`src/rtl/mdio_pkg.sv`:
```
`timescale 1ns/1ps
package mdio_pkg;
    localparam int WORD_W   = 32;
    localparam int PRE_BITS = 32;
    localparam int DATA_W   = 16;
    localparam int OP_HI    = 29;
    localparam int OP_LO    = 28;
    localparam logic [1:0] OP_READ = 2'b10;

    typedef enum logic [0:0] {
        ST_IDLE  = 1'b0,
        ST_SHIFT = 1'b1
    } seq_state_e;
endpackage

```
`src/rtl/mdio_tick_gen.sv`:
```
`timescale 1ns/1ps
module mdio_tick_gen #(
    parameter int DIV_W     = 3,
    parameter int HALF_UNIT = 2
) (
    input  logic             clk,
    input  logic             rst_n,
    input  logic             run,
    input  logic [DIV_W-1:0] div_sel,
    output logic             tick
);
    localparam int CNT_W = $clog2(HALF_UNIT * (1 << DIV_W)) + 1;

    typedef struct packed {
        logic [CNT_W-1:0] cnt;
    } tick_t;

    tick_t t_q, t_d;
    logic [CNT_W-1:0] limit;

    always_comb begin
        limit = CNT_W'(HALF_UNIT) * (CNT_W'(div_sel) + CNT_W'(1));
        tick  = run && (t_q.cnt >= limit - CNT_W'(1));
        t_d   = t_q;
        if (!run || tick) begin
            t_d.cnt = '0;
        end else begin
            t_d.cnt = t_q.cnt + CNT_W'(1);
        end
    end

    always_ff @(posedge clk) begin
        if (!rst_n) begin
            t_q <= '0;
        end else begin
            t_q <= t_d;
        end
    end

    // the half-period counter never passes the selected limit
    a_r4_cnt_within_limit: assert property (@(posedge clk) disable iff (!rst_n)
        run |-> (t_q.cnt < limit));
endmodule

```
`src/rtl/mdio_frame_seq.sv`:
```
`timescale 1ns/1ps
module mdio_frame_seq #(
    parameter int PRE_N  = 32,
    parameter int WORD_N = 32,
    parameter int DATA_N = 16
) (
    input  logic              clk,
    input  logic              rst_n,
    input  logic              start,
    input  logic              abort,
    input  logic              tick,
    input  logic              rd_op,
    input  logic [WORD_N-1:0] word,
    output logic              busy,
    output logic              mdc,
    output logic              mdio_o,
    output logic              mdio_oe,
    output logic              sample_stb,
    output logic              done
);
    localparam int FRAME_N = PRE_N + WORD_N;
    localparam int CNT_W   = $clog2(FRAME_N);
    localparam int WB_W    = $clog2(WORD_N);
    localparam logic [CNT_W-1:0] LAST_C = CNT_W'(FRAME_N - 1);
    localparam logic [CNT_W-1:0] PRE_C  = CNT_W'(PRE_N);

    typedef struct packed {
        mdio_pkg::seq_state_e st;
        logic [CNT_W-1:0]     cnt;
        logic                 hi;
    } seq_t;

    seq_t s_q, s_d;
    logic in_word;
    logic [WB_W-1:0] wb;
    logic release_win;
    logic cap_win;

    always_comb begin
        busy        = (s_q.st == mdio_pkg::ST_SHIFT);
        in_word     = (s_q.cnt >= PRE_C);
        wb          = WB_W'(WORD_N - 1) - WB_W'(s_q.cnt - PRE_C);
        release_win = rd_op && in_word && (wb <= WB_W'(DATA_N));
        cap_win     = rd_op && in_word && (wb < WB_W'(DATA_N));

        mdc        = busy && s_q.hi;
        mdio_o     = in_word ? word[wb] : 1'b1;
        mdio_oe    = busy && !release_win;
        sample_stb = busy && tick && !s_q.hi && cap_win && !abort;
        done       = busy && tick && s_q.hi && (s_q.cnt == LAST_C) && !abort;

        s_d = s_q;
        if (busy && abort) begin
            s_d = '{st: mdio_pkg::ST_IDLE, cnt: '0, hi: 1'b0};
        end else if (!busy && start) begin
            s_d = '{st: mdio_pkg::ST_SHIFT, cnt: '0, hi: 1'b0};
        end else if (busy && tick) begin
            if (!s_q.hi) begin
                s_d.hi = 1'b1;
            end else if (s_q.cnt == LAST_C) begin
                s_d = '{st: mdio_pkg::ST_IDLE, cnt: '0, hi: 1'b0};
            end else begin
                s_d.cnt = s_q.cnt + CNT_W'(1);
                s_d.hi  = 1'b0;
            end
        end
    end

    always_ff @(posedge clk) begin
        if (!rst_n) begin
            s_q <= '{st: mdio_pkg::ST_IDLE, cnt: '0, hi: 1'b0};
        end else begin
            s_q <= s_d;
        end
    end

    // data bit holds while MDC is high
    a_r3_hold_while_high: assert property (@(posedge clk) disable iff (!rst_n)
        (mdc && $past(mdc)) |-> $stable(mdio_o));

    // MDC toggles on every divider tick during a frame
    a_r4_toggle_on_tick: assert property (@(posedge clk) disable iff (!rst_n)
        (busy && tick && !abort) |=> (mdc != $past(mdc)));

    // MDC holds between divider ticks
    a_r4_hold_between_ticks: assert property (@(posedge clk) disable iff (!rst_n)
        (busy && !tick && !abort) |=> $stable(mdc));
endmodule

```
`src/rtl/mdio_rd_capture.sv`:
```
`timescale 1ns/1ps
module mdio_rd_capture #(
    parameter int DATA_N = 16
) (
    input  logic              clk,
    input  logic              rst_n,
    input  logic              clear,
    input  logic              sample_stb,
    input  logic              mdio_i,
    output logic [DATA_N-1:0] rd_data
);
    typedef struct packed {
        logic [DATA_N-1:0] sh;
    } cap_t;

    cap_t c_q, c_d;

    always_comb begin
        c_d = c_q;
        if (clear) begin
            c_d.sh = '0;
        end else if (sample_stb) begin
            c_d.sh = {c_q.sh[DATA_N-2:0], mdio_i};
        end
        rd_data = c_q.sh;
    end

    always_ff @(posedge clk) begin
        if (!rst_n) begin
            c_q <= '0;
        end else begin
            c_q <= c_d;
        end
    end

    // a clear and a sample never coincide
    a_r6_no_sample_on_clear: assert property (@(posedge clk) disable iff (!rst_n)
        clear |-> !sample_stb);
endmodule

```
`src/rtl/mdio_frame_engine.sv`:
```
`timescale 1ns/1ps
module mdio_frame_engine #(
    parameter int DIV_W     = 3,
    parameter int HALF_UNIT = 2
) (
    input  logic             clk,
    input  logic             rst_n,
    input  logic             mgmt_en,
    input  logic [DIV_W-1:0] div_sel,
    input  logic             maint_wr,
    input  logic [31:0]      maint_wdata,
    output logic [31:0]      maint_rdata,
    output logic             idle,
    output logic             mdc,
    input  logic             mdio_i,
    output logic             mdio_o,
    output logic             mdio_oe
);
    localparam int WORD_N = mdio_pkg::WORD_W;
    localparam int DATA_N = mdio_pkg::DATA_W;

    typedef struct packed {
        logic [WORD_N-1:0] maint;
    } eng_t;

    eng_t e_q, e_d;
    logic busy, tick, accept, abort, rd_op, sample_stb, done;
    logic [DATA_N-1:0] rd_data;

    always_comb begin
        accept = maint_wr && !busy && mgmt_en;
        abort  = !mgmt_en;
        rd_op  = (e_q.maint[mdio_pkg::OP_HI:mdio_pkg::OP_LO] == mdio_pkg::OP_READ);
        e_d    = e_q;
        if (accept) begin
            e_d.maint = maint_wdata;
        end else if (done && rd_op) begin
            e_d.maint = {e_q.maint[WORD_N-1:DATA_N], rd_data};
        end
        maint_rdata = e_q.maint;
        idle        = !busy;
    end

    always_ff @(posedge clk) begin
        if (!rst_n) begin
            e_q <= '0;
        end else begin
            e_q <= e_d;
        end
    end

    mdio_tick_gen #(
        .DIV_W     (DIV_W),
        .HALF_UNIT (HALF_UNIT)
    ) u_tick (
        .clk     (clk),
        .rst_n   (rst_n),
        .run     (busy),
        .div_sel (div_sel),
        .tick    (tick)
    );

    mdio_frame_seq #(
        .PRE_N  (mdio_pkg::PRE_BITS),
        .WORD_N (WORD_N),
        .DATA_N (DATA_N)
    ) u_seq (
        .clk        (clk),
        .rst_n      (rst_n),
        .start      (accept),
        .abort      (abort),
        .tick       (tick),
        .rd_op      (rd_op),
        .word       (e_q.maint),
        .busy       (busy),
        .mdc        (mdc),
        .mdio_o     (mdio_o),
        .mdio_oe    (mdio_oe),
        .sample_stb (sample_stb),
        .done       (done)
    );

    mdio_rd_capture #(
        .DATA_N (DATA_N)
    ) u_cap (
        .clk        (clk),
        .rst_n      (rst_n),
        .clear      (accept),
        .sample_stb (sample_stb),
        .mdio_i     (mdio_i),
        .rd_data    (rd_data)
    );

    // an accepted write starts a frame and shows in the readback
    a_r2_accept_starts: assert property (@(posedge clk) disable iff (!rst_n)
        (idle && maint_wr && mgmt_en) |=> (!idle && maint_rdata == $past(maint_wdata)));

    // register is frozen while a frame runs
    a_r9_busy_hold: assert property (@(posedge clk) disable iff (!rst_n)
        (!idle && $past(!idle)) |-> $stable(maint_rdata));

    // the completion strobe leaves the engine idle
    a_r8_done_to_idle: assert property (@(posedge clk) disable iff (!rst_n)
        done |=> idle);

    // with the port disabled the engine stays idle
    a_r10_disabled_idle: assert property (@(posedge clk) disable iff (!rst_n)
        !mgmt_en |=> idle);

    // losing the enable releases the line and stops MDC
    a_r11_abort_release: assert property (@(posedge clk) disable iff (!rst_n)
        (!mgmt_en && !idle) |=> (!mdio_oe && !mdc));
endmodule

```
`config.mk`:
```
export PLATFORM = sky130hd
export DESIGN_NAME = mdio_frame_engine
export DESIGN_NICKNAME = d
export VERILOG_FILES = /design/src/rtl/mdio_pkg.sv /design/src/rtl/mdio_tick_gen.sv /design/src/rtl/mdio_frame_seq.sv /design/src/rtl/mdio_rd_capture.sv /design/src/rtl/mdio_frame_engine.sv
export SDC_FILE = /design/constraint.sdc
export NUM_CORES = 1
export LEC_CHECK = 0
export BUFFER_PORTS_ARGS = -buffer_cell sky130_fd_sc_hd__buf_2
export CORE_ASPECT_RATIO = 0.75
export CORE_MARGIN = 2
export CORE_UTILIZATION = 35
export CTS_BUF_LIST = sky130_fd_sc_hd__clkbuf_8 sky130_fd_sc_hd__clkbuf_16
export DETAILED_ROUTE_END_ITERATION = 10
export MAX_ROUTING_LAYER = met4
export PLACE_DENSITY = 0.58
export RECOVER_POWER = 50
export SLEW_MARGIN = 20
export SYNTH_ARGS = -nofsm -noshare
export SYNTH_HDL_FRONTEND = slang
export SYNTH_HIERARCHICAL = 1
export SYNTH_SLANG_ARGS = --single-unit
```
`constraint.sdc`:
```
create_clock -name clk -period 3.5 [get_ports clk]
set_input_delay 0.525 -clock clk [delete_from_list [all_inputs] [get_ports clk]]
set_output_delay 0.525 -clock clk [all_outputs]
set_load 0.005 [all_outputs]
```
==> flow_summary.toml <==
[synthesis]
yosysMostFrequentCell = "dfxtp_1"
ys_seq_area_share_pct = 39.6
yosys_warnings = 6
ys_ff_latch = 61
yosysTopAreaCellShare_pct = 39.6
yosys_most_used_dff = "dfxtp_1"
synthCells = 331
ys_top_cells_by_area = "dfxtp_1 (40%), nand2_1 (6.6%), mux2i_1 (6.2%), a21oi_2 (6.0%), mux4_1 (5.1%)"
synthDistinctLibCells = 44
syn_area_sq_um = 3080
yosys.area.top_type = "dfxtp_1"
syn_area_per_cell_sq_um = 9.31
synthTopCellsByCount = "dfxtp_1 (61), nand2_1 (54), nor2_1 (33)"
synth_edf_count = 0
async_flop_share_pct = 0
synthesis.nets = 380

[setup_path]
critPathBufInv = 2
rrSetupSlack_ns = 1.10
crit_family = "simple AND/OR/NAND/NOR gates"
critPathKind = "input pin to flip-flop"
crit_slowest_cell = "or3_1"
crit_fanout = 16
crit_required_ns = 3.75
crit_path_max_incr_delay_ns = 0.39
endpoint_kind = "flip-flop"
cp.arrival_ns = 3.39
crit_path_cell_trace = "buf_2 > ha_1 > nand2b_1 > xnor2_1 > o211ai_1 > ha_1 > o211ai_2 > o21ai_0 > and2_1 > nand3_1 > or3_1 > nor2_2 > and3b_1 > buf_12 > a21oi_1 > a21oi_1"
startpoint_type = "input pin"

[cells_and_area]
multi_input_area_sq_um = 1650
seqCellArea_sq_um = 1220
drive_above_1_share_pct = 28.9
area_delta_synth_final_pct = 24.0
diodes = 0
fillers = 864
design_area_sq_um = 3820
nNetsFinal = 453

[floorplanning]
start_util_pct = 36.3
rows = 29
core_sq_um = 8490
die_h_um = 85.3
io_pins = 76
die_w_um = 112
dieArea_sq_um = 9580

[timing]
max_freq_mhz = 319
rsz0062_at_grt = "false"
fin_crit_sh_pct = 89.6
final.min_clock_period_ns = 3.14
drv_slew = 0
setup_slack_ns = 0.364
tightest_slew_ns = 0.593
fin_skew_ns = 0.00807
setup_violations = 0
slew_headroom_pct = 60.5
hold_viol = 0

[placed_design]
preCtsSetupSlack_ns = -0.00547
place_area_sq_um = 3530
gp_congestion = 0.826
post-dp-hpwl_um = 5480
portBuffers = 75

[cts]
htreeDepth = 3
clk_latency_ns = 0.32
post_cts_buffers = 0
tritoncts = "yes"
numClockSinks = 61
cts_hold_buf = 0
cts.clk_slew.worst_paths_ns = 0.05
root_buffer = "clkbuf_16"
cts_buffers = 9
cts_resized = 0
cts_buffer_depth = 2

[global_routing]
grt_usage_pct = 17.2
grt_max_degree = 37
grt_antenna_before_repair = 0
grt_pass1_vias = 2553
overflow = 0
grt_pass1_wl_um = 12600

[drt]
routed_wl_um = 7610
ant_nets = 0
wire_per_inst_um = 14.7
routed_via_density = 4.95
drt_iter0_markers = 137
vias = 2560
firstDrtPassIters = 4
drc = 0

[power_and_ir_drop]
pwr-share-comb_pct = 8.3
pwr-share-clk_pct = 50.4
seq_power_share_pct = 41.3
total_power_mw = 1.79
p_int_mw = 1.38
power.leakage_nw = 1.51
pwr_density_cell_nw_per_um2 = 468
swShare_pct = 23.1
p_sw_uw = 413
ir_drop_mv = 0.191

[flow_run]
drv_cap = 0

[worst_hold_path]
hp-class = "input pin to flip-flop"

[status]
status = "complete, no violations"
## routing by layer
metal  global-route usage [%]  part of all wire, %  vias to the layer above
li1                         -                    -                     1291
met2                     23.9                   43                       65
met4                     4.66                 0.68                        0
met1                     24.0                   51                     1200
met5                        -                    0                        -
met3                     5.50                  5.4                        4
## path summary, 6_finish.rpt
check                                startpoint         endpoint  cells past startpoint
worst min register to register   maint_rdata[8]   maint_rdata[8]                      2
worst max register to register    u_tick/t_q[4]   maint_rdata[9]                     11
worst min-delay path            maint_wdata[30]  maint_rdata[30]                      3
worst max-delay path                 div_sel[0]   maint_rdata[9]                     16
## layout make-up
type	instances	share of cell area [%]
tap	108	3.54
inverter	12	1.18
sequential	61	32.0
clock inverter	5	1.54
multi-input combinational	237	43.2
timing repair buffer	83	12.0
clock buffer	11	6.62
## power groups by stage
| stage | clock network (mW) | registers (mW) | logic (mW) |
|---|---|---|---|
| after floorplan | 0 | 0.749 | 0.0905 |
| after global placement | 0 | 0.753 | 0.150 |
| final | 0.901 | 0.739 | 0.148 |
| after CTS | 0.920 | 0.739 | 0.153 |
| after global routing | 0.948 | 0.742 | 0.167 |
| after detailed placement | 0 | 0.753 | 0.152 |
## cell usage in the layout (no fill, tap or decap), drive strengths merged, types with 3 or more instances in the layout
cell type	Yosys	routed
buf	12	71
nand2b	4	4
nand3	8	8
ha	9	9
clkbuf	9	23
nor2	33	33
xor2	3	3
inv	12	12
nand2	54	54
o21ai	18	18
a21boi	17	17
dfxtp	61	61
nand3b	3	3
a21oi	35	35
mux4	7	7
xnor2	7	7
mux2i	19	19
## flip-flops by register name, summed over array words and instances (netlist names)
name	count
u_seq/busy	1
u_seq/s_q	7
maint_rdata	32
u_tick/t_q	5
u_cap/rd_data	16
## through the flow
stage | setup TNS, ns | utilization (%) | cells | hold WS [ns]
final | 0 | 45.0 | 517 | 0.445
after global routing | 0 | 45.0 | 517 | 0.449
after CTS | 0 | 45.2 | 517 | 0.438
after detailed placement | -0.00547 | 41.5 | 501 | 0.464
after global placement | 0 | 41.5 | 501 | 0.449
after floorplan | 0 | - | 331 | 0.440
## cell families after synthesis
group	after synthesis	share of synthesized area (%)
flops	61	39.6
mux	27	12.4
buf+inv	33	6.94
simple gates	112	16.1
compound gates	79	18.4
xor+xnor	10	2.84
fa+ha+maj	9	3.65
## worst reg2reg max path, stage by stage, from the launching register on
cell and delay, ns:
dfxtp_1 0.32, ha_1 0.33, o211ai_2 0.10, o21ai_0 0.15
and2_1 0.16, nand3_1 0.10, or3_1 0.39, nor2_2 0.15
and3b_1 0.22, buf_12 0.17, a21oi_1 0.09, a21oi_1 0.16
(Power assumes the default switching activity.)
